--- config.mk ---
export PLATFORM = sky130hd
export DESIGN_NAME = fdb_cmd_engine
export DESIGN_NICKNAME = d
export VERILOG_FILES = /design/src/rtl/fdb_pkg.sv /design/src/rtl/fdb_table.sv /design/src/rtl/fdb_rewrite.sv /design/src/rtl/fdb_next_pick.sv /design/src/rtl/fdb_cmd_engine.sv
export SDC_FILE = /design/constraint.sdc
export NUM_CORES = 2
export LEC_CHECK = 0
export ABC_AREA = 1
export ABC_CLOCK_PERIOD_IN_PS = 5060
export BUFFER_PORTS_ARGS = -buffer_cell sky130_fd_sc_hd__buf_2
export CAP_MARGIN = 20
export CORE_MARGIN = 10
export CORE_UTILIZATION = 40
export DETAILED_ROUTE_END_ITERATION = 8
export GPL_TIMING_DRIVEN = 0
export PLACE_DENSITY = 0.61
export SETUP_SLACK_MARGIN = 0.4
export SLEW_MARGIN = 20
export SYNTH_ARGS = -nofsm -noshare
export SYNTH_HDL_FRONTEND = slang
export SYNTH_SLANG_ARGS = --single-unit
--- constraint.sdc ---
create_clock -name clk -period 5.06 [get_ports clk]
set_input_delay 0.506 -clock clk [delete_from_list [all_inputs] [get_ports clk]]
set_output_delay 0.506 -clock clk [all_outputs]
set_load 0.02 [all_outputs]
--- src/rtl/fdb_pkg.sv ---
package fdb_pkg;
    localparam int MAC_W = 48;
    localparam int ST_W  = 4;

    localparam logic [ST_W-1:0] ST_FREE = 4'h0;
    localparam logic [ST_W-1:0] ST_ALL1 = 4'hF;
    localparam logic [ST_W-1:0] ST_PIN  = 4'hE;

    localparam logic [2:0] A_OP   = 3'd0;
    localparam logic [2:0] A_DATA = 3'd1;
    localparam logic [2:0] A_MAC0 = 3'd2;
    localparam logic [2:0] A_MAC1 = 3'd3;
    localparam logic [2:0] A_MAC2 = 3'd4;
    localparam logic [2:0] A_DBID = 3'd5;
    localparam logic [2:0] A_CTRL = 3'd6;

    typedef enum logic [2:0] {
        OPC_NONE       = 3'd0,
        OPC_LOAD       = 3'd1,
        OPC_NEXT       = 3'd2,
        OPC_UNUSED     = 3'd3,
        OPC_FL_ALL     = 3'd4,
        OPC_FL_ALL_SEL = 3'd5,
        OPC_FL_DYN     = 3'd6,
        OPC_FL_DYN_SEL = 3'd7
    } fdb_opc_e;

    typedef enum logic [1:0] {
        PH_IDLE = 2'd0,
        PH_SCAN = 2'd1,
        PH_END  = 2'd2
    } fdb_phase_e;
endpackage

--- src/rtl/fdb_table.sv ---
module fdb_table
    import fdb_pkg::*;
#(
    parameter int DEPTH = 16,
    parameter int IDX_W = 4,
    parameter int DB_W  = 8,
    parameter int PV_W  = 8
)(
    input  logic             clk,
    input  logic             rst_n,
    input  logic [IDX_W-1:0] rd_idx,
    output logic [MAC_W-1:0] rd_mac,
    output logic [DB_W-1:0]  rd_db,
    output logic [ST_W-1:0]  rd_st,
    output logic             rd_tr,
    output logic [PV_W-1:0]  rd_pv,
    input  logic             we,
    input  logic [IDX_W-1:0] wr_idx,
    input  logic [MAC_W-1:0] wr_mac,
    input  logic [DB_W-1:0]  wr_db,
    input  logic [ST_W-1:0]  wr_st,
    input  logic             wr_tr,
    input  logic [PV_W-1:0]  wr_pv
);
    logic [MAC_W-1:0] mac_q [DEPTH];
    logic [DB_W-1:0]  db_q  [DEPTH];
    logic [ST_W-1:0]  st_q  [DEPTH];
    logic             tr_q  [DEPTH];
    logic [PV_W-1:0]  pv_q  [DEPTH];

    always_ff @(posedge clk) begin
        if (!rst_n) begin
            for (int i = 0; i < DEPTH; i++) begin
                mac_q[i] <= '0;
                db_q[i]  <= '0;
                st_q[i]  <= ST_FREE;
                tr_q[i]  <= 1'b0;
                pv_q[i]  <= '0;
            end
        end else if (we) begin
            mac_q[wr_idx] <= wr_mac;
            db_q[wr_idx]  <= wr_db;
            st_q[wr_idx]  <= wr_st;
            tr_q[wr_idx]  <= wr_tr;
            pv_q[wr_idx]  <= wr_pv;
        end
    end

    assign rd_mac = mac_q[rd_idx];
    assign rd_db  = db_q[rd_idx];
    assign rd_st  = st_q[rd_idx];
    assign rd_tr  = tr_q[rd_idx];
    assign rd_pv  = pv_q[rd_idx];
endmodule

--- src/rtl/fdb_rewrite.sv ---
module fdb_rewrite
    import fdb_pkg::*;
#(
    parameter int DB_W = 8,
    parameter int PV_W = 8
)(
    input  logic [ST_W-1:0] ent_st,
    input  logic [PV_W-1:0] ent_pv,
    input  logic [DB_W-1:0] ent_db,
    input  logic [DB_W-1:0] sel_db,
    input  logic            db_only,
    input  logic            dyn_only,
    input  logic [ST_W-1:0] act_st,
    input  logic [PV_W-1:0] act_pv,
    output logic            hit,
    output logic [ST_W-1:0] new_st,
    output logic [PV_W-1:0] new_pv
);
    localparam int SEL_W = $clog2(PV_W) + 1;

    logic [SEL_W-1:0] src, dst;
    logic [PV_W-1:0]  src_bit, dst_bit;
    logic             in_scope;

    assign src      = act_pv[SEL_W-1:0];
    assign dst      = act_pv[2*SEL_W-1:SEL_W];
    assign src_bit  = PV_W'(1) << src;
    assign dst_bit  = (&dst) ? '0 : (PV_W'(1) << dst);
    assign in_scope = (ent_st != ST_FREE)
                    && (!db_only || ent_db == sel_db)
                    && (!dyn_only || ent_st < ST_PIN);

    always_comb begin
        hit    = 1'b0;
        new_st = ent_st;
        new_pv = ent_pv;
        if (act_st == ST_FREE) begin
            hit    = in_scope;
            new_st = ST_FREE;
            new_pv = '0;
        end else if (act_st == ST_ALL1) begin
            hit    = in_scope && ((ent_pv & src_bit) != '0);
            new_pv = (ent_pv & ~src_bit) | dst_bit;
        end
    end
endmodule

--- src/rtl/fdb_next_pick.sv ---
module fdb_next_pick
    import fdb_pkg::*;
#(
    parameter int DB_W = 8
)(
    input  logic [ST_W-1:0]  cand_st,
    input  logic [DB_W-1:0]  cand_db,
    input  logic [MAC_W-1:0] cand_mac,
    input  logic [DB_W-1:0]  sel_db,
    input  logic [MAC_W-1:0] start_mac,
    input  logic             best_v,
    input  logic [MAC_W-1:0] best_mac,
    output logic             better
);
    logic above;

    assign above  = (&start_mac) || (cand_mac > start_mac);
    assign better = (cand_st != ST_FREE) && (cand_db == sel_db) && above
                  && (!best_v || cand_mac < best_mac);
endmodule

--- src/rtl/fdb_cmd_engine.sv ---
module fdb_cmd_engine
    import fdb_pkg::*;
#(
    parameter int DEPTH  = 16,
    parameter int NUM_DB = 256,
    parameter int PV_W   = 8
)(
    input  logic        clk,
    input  logic        rst_n,
    input  logic        bus_we,
    input  logic [2:0]  bus_addr,
    input  logic [15:0] bus_wdata,
    output logic [15:0] bus_rdata
);
    localparam int IDX_W = (DEPTH > 1) ? $clog2(DEPTH) : 1;
    localparam int DB_W  = (NUM_DB > 1) ? $clog2(NUM_DB) : 1;

    typedef struct packed {
        fdb_phase_e       ph;
        logic [IDX_W-1:0] idx;
        logic             busy;
        fdb_opc_e         opc;
        logic [3:0]       dblo;
        logic [ST_W-1:0]  d_st;
        logic             d_tr;
        logic [PV_W-1:0]  d_pv;
        logic [MAC_W-1:0] mac;
        logic [11:0]      dbid;
        logic [3:0]       dbhi;
        logic [7:0]       age;
        logic             learn;
        logic             hit_v;
        logic [IDX_W-1:0] hit_idx;
        logic [MAC_W-1:0] best_mac;
        logic             free_v;
        logic [IDX_W-1:0] free_idx;
    } regs_t;

    regs_t r_q, r_d;

    logic [IDX_W-1:0] rd_idx, w_idx;
    logic [MAC_W-1:0] t_mac, w_mac;
    logic [DB_W-1:0]  t_db, w_db, sel_db;
    logic [ST_W-1:0]  t_st, w_st, rw_st;
    logic             t_tr, w_tr, tbl_we, rw_hit, better;
    logic [PV_W-1:0]  t_pv, w_pv, rw_pv;

    logic             busy_w;
    logic [2:0]       opc_w;
    logic [ST_W-1:0]  dst_w;
    logic [MAC_W-1:0] mac_w;
    logic [15:0]      ctrl_w;

    generate
        if (NUM_DB > 256) begin : g_wide_db
            assign sel_db = r_q.dbid[DB_W-1:0];
        end else begin : g_split_db
            logic [7:0] joined;
            assign joined = {r_q.dbhi, r_q.dblo};
            assign sel_db = joined[DB_W-1:0];
        end
    endgenerate

    assign rd_idx = (r_q.ph == PH_END) ? r_q.hit_idx : r_q.idx;

    fdb_table #(.DEPTH(DEPTH), .IDX_W(IDX_W), .DB_W(DB_W), .PV_W(PV_W)) u_table (
        .clk(clk), .rst_n(rst_n), .rd_idx(rd_idx),
        .rd_mac(t_mac), .rd_db(t_db), .rd_st(t_st), .rd_tr(t_tr), .rd_pv(t_pv),
        .we(tbl_we), .wr_idx(w_idx),
        .wr_mac(w_mac), .wr_db(w_db), .wr_st(w_st), .wr_tr(w_tr), .wr_pv(w_pv)
    );

    fdb_rewrite #(.DB_W(DB_W), .PV_W(PV_W)) u_rewrite (
        .ent_st(t_st), .ent_pv(t_pv), .ent_db(t_db), .sel_db(sel_db),
        .db_only(r_q.opc[0]), .dyn_only(r_q.opc[1]),
        .act_st(r_q.d_st), .act_pv(r_q.d_pv),
        .hit(rw_hit), .new_st(rw_st), .new_pv(rw_pv)
    );

    fdb_next_pick #(.DB_W(DB_W)) u_pick (
        .cand_st(t_st), .cand_db(t_db), .cand_mac(t_mac), .sel_db(sel_db),
        .start_mac(r_q.mac), .best_v(r_q.hit_v), .best_mac(r_q.best_mac),
        .better(better)
    );

    always_comb begin
        r_d    = r_q;
        tbl_we = 1'b0;
        w_idx  = r_q.idx;
        w_mac  = t_mac;
        w_db   = t_db;
        w_st   = t_st;
        w_tr   = t_tr;
        w_pv   = t_pv;
        unique case (r_q.ph)
            PH_IDLE: begin
                if (bus_we) begin
                    case (bus_addr)
                        A_OP: begin
                            r_d.opc  = fdb_opc_e'(bus_wdata[14:12]);
                            r_d.dblo = bus_wdata[3:0];
                            if (bus_wdata[15]) begin
                                r_d.busy   = 1'b1;
                                r_d.ph     = PH_SCAN;
                                r_d.idx    = '0;
                                r_d.hit_v  = 1'b0;
                                r_d.free_v = 1'b0;
                            end
                        end
                        A_DATA: begin
                            r_d.d_st = bus_wdata[3:0];
                            r_d.d_pv = bus_wdata[4 +: PV_W];
                            r_d.d_tr = bus_wdata[15];
                        end
                        A_MAC0: r_d.mac[47:32] = bus_wdata;
                        A_MAC1: r_d.mac[31:16] = bus_wdata;
                        A_MAC2: r_d.mac[15:0]  = bus_wdata;
                        A_DBID: r_d.dbid       = bus_wdata[11:0];
                        A_CTRL: begin
                            r_d.dbhi  = bus_wdata[15:12];
                            r_d.age   = bus_wdata[11:4];
                            r_d.learn = bus_wdata[3];
                        end
                        default: ;
                    endcase
                end
            end
            PH_SCAN: begin
                if (r_q.opc == OPC_LOAD) begin
                    if (t_st != ST_FREE && t_db == sel_db && t_mac == r_q.mac) begin
                        r_d.hit_v   = 1'b1;
                        r_d.hit_idx = r_q.idx;
                    end
                    if (t_st == ST_FREE && !r_q.free_v) begin
                        r_d.free_v   = 1'b1;
                        r_d.free_idx = r_q.idx;
                    end
                end else if (r_q.opc == OPC_NEXT) begin
                    if (better) begin
                        r_d.hit_v    = 1'b1;
                        r_d.hit_idx  = r_q.idx;
                        r_d.best_mac = t_mac;
                    end
                end else if (r_q.opc[2] && rw_hit) begin
                    tbl_we = 1'b1;
                    w_st   = rw_st;
                    w_pv   = rw_pv;
                end
                if (r_q.idx == IDX_W'(DEPTH - 1)) r_d.ph = PH_END;
                else r_d.idx = r_q.idx + IDX_W'(1);
            end
            PH_END: begin
                if (r_q.opc == OPC_LOAD) begin
                    if (r_q.d_st != ST_FREE && (r_q.hit_v || r_q.free_v)) begin
                        tbl_we = 1'b1;
                        w_idx  = r_q.hit_v ? r_q.hit_idx : r_q.free_idx;
                        w_mac  = r_q.mac;
                        w_db   = sel_db;
                        w_st   = r_q.d_st;
                        w_tr   = r_q.d_tr;
                        w_pv   = r_q.d_pv;
                    end else if (r_q.d_st == ST_FREE && r_q.hit_v) begin
                        tbl_we = 1'b1;
                        w_idx  = r_q.hit_idx;
                        w_st   = ST_FREE;
                        w_tr   = 1'b0;
                        w_pv   = '0;
                    end
                end else if (r_q.opc == OPC_NEXT) begin
                    if (r_q.hit_v) begin
                        r_d.mac  = t_mac;
                        r_d.d_st = t_st;
                        r_d.d_tr = t_tr;
                        r_d.d_pv = t_pv;
                    end else begin
                        r_d.mac  = '1;
                        r_d.d_st = ST_FREE;
                        r_d.d_tr = 1'b0;
                        r_d.d_pv = '0;
                    end
                end
                r_d.busy = 1'b0;
                r_d.ph   = PH_IDLE;
            end
            default: r_d.ph = PH_IDLE;
        endcase
    end

    always_ff @(posedge clk) begin
        if (!rst_n) r_q <= '0;
        else        r_q <= r_d;
    end

    assign busy_w = r_q.busy;
    assign opc_w  = r_q.opc;
    assign dst_w  = r_q.d_st;
    assign mac_w  = r_q.mac;
    assign ctrl_w = {r_q.dbhi, r_q.age, r_q.learn, 3'b000};

    always_comb begin
        bus_rdata = '0;
        case (bus_addr)
            A_OP:   bus_rdata = {r_q.busy, opc_w, 8'h00, r_q.dblo};
            A_DATA: begin
                bus_rdata[3:0]        = r_q.d_st;
                bus_rdata[4 +: PV_W]  = r_q.d_pv;
                bus_rdata[15]         = r_q.d_tr;
            end
            A_MAC0: bus_rdata = mac_w[47:32];
            A_MAC1: bus_rdata = mac_w[31:16];
            A_MAC2: bus_rdata = mac_w[15:0];
            A_DBID: bus_rdata = {4'h0, r_q.dbid};
            A_CTRL: bus_rdata = ctrl_w;
            default: bus_rdata = '0;
        endcase
    end
endmodule

# Word level (Yosys, flattened, before mapping)
# Memory sizes are Yosys's and may differ from the RTL's.
# Cells that the tools add are included.
# word_totals
output_inout_bits	16
word_cells	214
regBits	158
ramBits	1104
input_bits	22
mem_count	5
# memory_table
memory	words	word_bits	read_ports	rd_ports_with_merged_regs	write_ports	line_no	rtl
u_table.mac_q	16	48	1	0	16	fdb_table.sv:25	logic [MAC_W-1:0] mac_q [DEPTH];
u_table.db_q	16	8	1	0	16	fdb_table.sv:26	logic [DB_W-1:0] db_q [DEPTH];
u_table.pv_q	16	8	1	0	16	fdb_table.sv:29	logic [PV_W-1:0] pv_q [DEPTH];
u_table.st_q	16	4	1	0	16	fdb_table.sv:27	logic [ST_W-1:0] st_q [DEPTH];
u_table.tr_q	16	1	1	0	16	fdb_table.sv:28	logic tr_q [DEPTH];
# op_classes
n_mux	94
addsub	1
n_shift	2
eq_ne	31
reduce_logical	53
bitwise_logic	5
n_lt_le_gt_ge	3
# ops
op	n
2-to-1 mux 48 bit	4
2-to-1 mux 61 bit	3
case mux 61 bit (2 select lines)	1
2-to-1 mux 8 bit	14
2-to-1 mux 53 bit	2
2-to-1 mux 101 bit	1
case mux 12 bit (7 select lines)	1
2-to-1 mux 4 bit	20
== test 48 bit	1
> comparator 48 bit	1
< comparator 48 bit	1
2-to-1 mux 16 bit	3
AND reduction 48 bit	1
OR reduction 48 bit	1
2-to-1 mux 13 bit	2
2-to-1 mux 1 bit	25
AND reduction 5 bit	5
inequality test 2 bit (second input constant)	12
2-to-1 mux 5 bit	4
AND reduction 4 bit	5
bitwise AND 8 bit	2
case mux 4 bit (2 select lines)	2
case mux 8 bit (2 select lines)	1
OR reduction 8 bit	2
other kinds (37)	75

# Depth between registers and ports, before layout
# An unclocked memory read counts as a cell.
# depth
word_depth	20
depth_mapped	37
ltp_nobuf	29

# By module
# From an unflattened synthesis, not the netlist that was laid out.
# hier_totals
cells_unflattened	7811
area_unflattened_um2	64197.8
# by_module_without_submodules
mod	instances	cells_each	area_per_inst_um2	seq_area_each_um2
fdb_table	1	5859	52081.2	32991.6
fdb_cmd_engine	1	1371	8759.7	3163.0
fdb_next_pick	1	455	2780.2	0.0
fdb_rewrite	1	126	576.8	0.0

# Least setup slack after synthesis
# OpenSTA, ideal clock, no wires.
# synth_timing
path_kind	flip-flop to flip-flop
start	reg r_q[156] (netlist bit)
end	mem u_table.db_q[15][0], enable pin
slack_ps	175
t_arrival_ps	4457
t_required_ps	4632
setup_time_ps	428
n_path_buf	4
path_stages_with_launch	26
cell_sequence	dfxtp_1 > inv_1 > ha_1 > buf_4 > inv_2 > nand2_2 > nand2_2 > buf_6 > clkbuf_1 > nand2_1 > nand3_1 > nand3_1 > nand3_1 > nand2_1 > xor2_1 > nand2_1 > nor3_2 > nand2_1 > nand2_1 > nand4_2 > nand2_1 > nand2_4 > nor2_8 > nand2_1 > clkbuf_1 > nand2_1
# synth_lines
item	line_no	rtl
start: declaration	fdb_cmd_engine.sv:39	regs_t r_q, r_d;
start signal: assignment	fdb_cmd_engine.sv:191	else r_q <= r_d;
end: declaration	fdb_table.sv:26	

# Worst setup path after layout
# layout_timing
start	reg r_q[156] (netlist bit)
end	reg r_q[28] (netlist bit)
# layout_between
elab_chain_len	8
elab_cells_between_ends	16
cone_classes	2 x order compare; 3 x eq/ne; 1 x mux; 7 x reduce/logical; 3 x memory
# layout_rtl
item	line_no	rtl
== test 2 bit *	fdb_cmd_engine.sv:64	assign rd_idx = (r_q.ph == PH_END) ? r_q.hit_idx : r_q.idx;
2-to-1 mux 4 bit *	fdb_cmd_engine.sv:64	
memory read (16 x 48 bit) *	n/a	
named net t_mac[44]	fdb_cmd_engine.sv:42	logic [MAC_W-1:0] t_mac, w_mac;
> comparator 48 bit	fdb_next_pick.sv:17	assign above = (&start_mac) || (cand_mac > start_mac);
logical OR 1 bit	fdb_next_pick.sv:17	
logical AND 1 bit	fdb_next_pick.sv:18	assign better = (cand_st != ST_FREE) && (cand_db == sel_db) && above
logical AND 1 bit *	fdb_next_pick.sv:19	&& (!best_v || cand_mac < best_mac);
AND reduction 4 bit (no source line) *	n/a	
# The timed path passes the listed nets; every way through them passes the cells marked *.
# A chain may end at the register's enable or synchronous reset.

==> impl_metrics.py <==
metrics = {
    "grt": {
        "grt_pass1_vias": 49900,
        "grtUsageTotal_pct": 32.3,
        "antenna_found_initial": 16,
        "grt_overflow": 0,
        "grt_pass1_wl_mm": 378,
        "grt_start_max_net_pins": 38,
    },
    "routing": {
        "routed.top_layer": "met5",
        "routedWlPerCell_um": 31.7,
        "ant_nets": 0,
        "drt_iter0_drc": 9512,
        "first_pass_iters": 7,
        "wl_met2_mm": 114,
        "totalWireLength_mm": 279,
        "m1WireLength_mm": 99.4,
        "vias": 54900,
        "viasPerCell": 6.24,
        "drcViolationCount": 0,
        "met3WireLength_mm": 42.4,
    },
    "clock_network": {
        "cts_buffer_depth": 3,
        "cts_buffers": 139,
        "cts_root_buf": "clkbuf_16",
        "cts.clk_slew.worst_paths_ps": 60,
        "cts_tree": "yes",
        "insertion_delay_ps": 810,
        "cts_sinks": 1262,
        "htree_num_levels": 4,
    },
    "setup_path": {
        "path_class": "flip-flop to flip-flop",
        "start_kind": "flip-flop",
        "cp_slowest_stage_delay_ps": 340,
        "arrival_ps": 5740,
        "crit_required_ps": 5750,
        "cp-end-kind": "flip-flop",
        "cp_slowest_cell": "o211ai_1",
        "cp_max_fo": 8,
    },
    "sta": {
        "setup_slack_ps": 13.6,
        "hold_viol_final": 0,
        "setup-tns-final_ps": 0,
        "rsz0062_at_grt": "true",
        "slew_headroom_pct": 17.6,
        "min_period_over_period_pct": 99.7,
        "max_freq_ghz": 0.198,
        "setup_violations": 0,
        "worstMarginPinSlew_ps": 1240,
        "layout_min_cycle_time_ps": 5050,
        "skew_ps": 34.8,
        "drv_slew": 0,
    },
    "logic_synthesis": {
        "syn-instance-count": 6393,
        "synth_compound_area_share_pct": 9.64,
        "synth_fa_ha_area_share_pct": 2.07,
        "yosys.area_share.simple_pct": 22.3,
        "synth_cell_type_count": 51,
        "ys.warnings.count": 0,
        "yosysSeqAreaShare_pct": 60.5,
        "synth_mux_area_share_pct": 0,
        "netlist_area_sq_um": 59700,
        "syn-mean-instance-area_sq_um": 9.34,
        "synth_top_family_by_area": "simple AND/OR/NAND/NOR gates",
        "synth.largest_area_cell": "edfxtp_1",
        "ys_ff_latch": 1262,
        "synth_xor_area_share_pct": 0.132,
        "yosysTopAreaCellShare_pct": 54.7,
        "syn_nets": 6514,
        "synth_area_leaders": "edfxtp_1, nor2_1, nand2_1",
    },
    "finish": {
        "final_area_sq_um": 73100,
        "mostFrequentLayoutCells": "nor2_1, nand2_1, edfxtp_1",
        "layout-drive-gt1-share_pct": 15.0,
        "syn2layout_area_growth_pct": 22.3,
        "layout_commonest_cell": "nor2_1",
        "post-route-util_pct": 49.4,
        "nFillCells": 13400,
        "finalNetCount": 6881,
    },
    "place": {
        "hpwl_mm": 175,
        "globalplace.congestion": 0.969,
        "placed_area_sq_um": 63000,
        "portBuffers": 37,
        "dp_slack_ps": -3480,
    },
    "power": {
        "p_int_mw": 19.4,
        "leakage_nw": 28.1,
        "vdd_drop_max_uv": 254,
        "combPwrFrac_pct": 25.4,
        "swShare_pct": 35.0,
        "clkPwrFrac_pct": 33.9,
        "p_seq_share_pct": 40.7,
        "powerDensity_nw_per_um2": 409,
        "switchingPower_mw": 10.5,
        "p_total_mw": 29.9,
    },
    "die": {
        "start_util_pct": 40.4,
        "coreArea_sq_um": 148000,
        "ioPinCount": 38,
        "die_x_um": 406,
        "num_rows": 141,
        "die_area_sq_um": 165000,
        "die_y_um": 406,
    },
    "run_status": {
        "status": "finished clean",
    },
    "hold_path": {
        "min_path_type": "input port to flip-flop",
    },
    "job": {
        "cap_violations": 0,
    },
}
[cells by family after synthesis]
| logic type | Yosys count |
|---|---|
| and+or+nand+nor | 3313 |
| xor gates and xnor gates | 9 |
| adders and majority gates | 99 |
| buffers and inverters | 783 |
| DFF | 1262 |
| AOI/OAI and AO/OA | 927 |
[registers in the layout, indices dropped and copies added (netlist names), 13 cells and up]
| name | flops |
|---|---|
| u_table.tr_q | 16 |
| r_q | 85 |
| mac_w | 48 |
| u_table.mac_q | 768 |
| ctrl_w | 13 |
| u_table.st_q | 64 |
| u_table.pv_q | 128 |
| u_table.db_q | 128 |
[final timing paths]
check                           slack [ps]                    start                       to  cells past startpoint
worst min register to register         470  u_table.tr_q[0]$_DFF_P_  u_table.tr_q[0]$_DFF_P_                      2
worst max register to register          10    r_q[156]$_SDFFE_PN0P_     r_q[28]$_SDFFE_PN0P_                     35
worst max-delay path                    10    r_q[156]$_SDFFE_PN0P_     r_q[28]$_SDFFE_PN0P_                     35
worst min-delay path                    30             bus_wdata[5]   ctrl_w[5]$_SDFFE_PN0P_                      3
[layer usage]
metal / GRT usage [%] / vias to the layer above
li1: - / 22700
met1: 41.4 / 26600
met2: 45.9 / 4621
met3: 11.1 / 1077
met4: 21.9 / 2
met5: 0 / -
[stage by stage]
| step | hold WS [ps] | instances |
|---|---|---|
| 6_report | 28.8 | 8806 |
| 5_1_grt | 30.2 | 8799 |
| 2_1_floorplan | 431 | 6393 |
| 3_5_place_dp | 459 | 8376 |
| 4_1_cts | 1.82 | 8725 |
| 3_3_place_gp | 453 | 8360 |
[power groups by stage]
stage | logic [mW] | registers, mW | clock network [mW]
after floorplan | 3.51 | 12.1 | 0
after global placement | 6.09 | 12.4 | 0
after detailed placement | 6.20 | 12.3 | 0
after CTS | 6.86 | 12.1 | 10.1
after global routing | 7.88 | 12.2 | 10.4
final | 7.61 | 12.2 | 10.1
[worst max-delay path: cells and delay by family (launching register included)]
family	cells	cell delay, ps
flip-flops	1	330
AO/OA/AOI/OAI	5	890
AND/OR/NAND/NOR	12	1190
buffers and inverters	16	2100
adder cells (fa/ha/maj)	2	390
[cell usage after synthesis, drive strengths merged]
| library cell | instances |
|---|---|
| o32ai | 1 |
| and3b | 1 |
| nand4 | 37 |
| o31ai | 1 |
| nor3 | 12 |
| a211oi | 7 |
| a221oi | 12 |
| ha | 99 |
| nor4 | 10 |
| edfxtp | 1088 |
| a32o | 94 |
| o21a | 4 |
| buf | 141 |
| a311oi | 3 |
| a31oi | 15 |
| xnor2 | 2 |
| o21ai | 354 |
| a21oi | 244 |
| xor2 | 7 |
| o221a | 1 |
| a31o | 1 |
| clkinv | 2 |
| nand3 | 528 |
| inv | 289 |
| nand2 | 1301 |
| or2 | 1 |
| o2111ai | 9 |
| nor2 | 1421 |
| o211ai | 143 |
| dfxtp | 174 |
| clkbuf | 351 |
| nor4b | 1 |
| nand3b | 1 |
| o22ai | 21 |
| o221ai | 17 |
[area by class of cell]
| type | count | area, sq um | share of cell area [%] |
|---|---|---|---|
| sequential | 1262 | 36200 | 49.5 |
| multi-input combinational | 4361 | 22000 | 30.2 |
| buffer | 492 | 4150 | 5.68 |
| clock buffer | 184 | 3730 | 5.11 |
| timing repair buffer | 213 | 2750 | 3.76 |
| tap | 1930 | 2410 | 3.31 |
| inverter | 291 | 1170 | 1.60 |
| clock inverter | 61 | 612 | 0.838 |
| antenna | 12 | 30.0 | 0.0411 |
[repair_timing]
action	in CTS	in global routing
hold buffers	2	0
gates resized for setup	734	370
setup buffers	67	56
setup endpoints to repair	2293	2225
pin swaps	43	82
hold endpoints to repair	2	0
gates cloned	35	12
(Power assumes the default switching activity.)
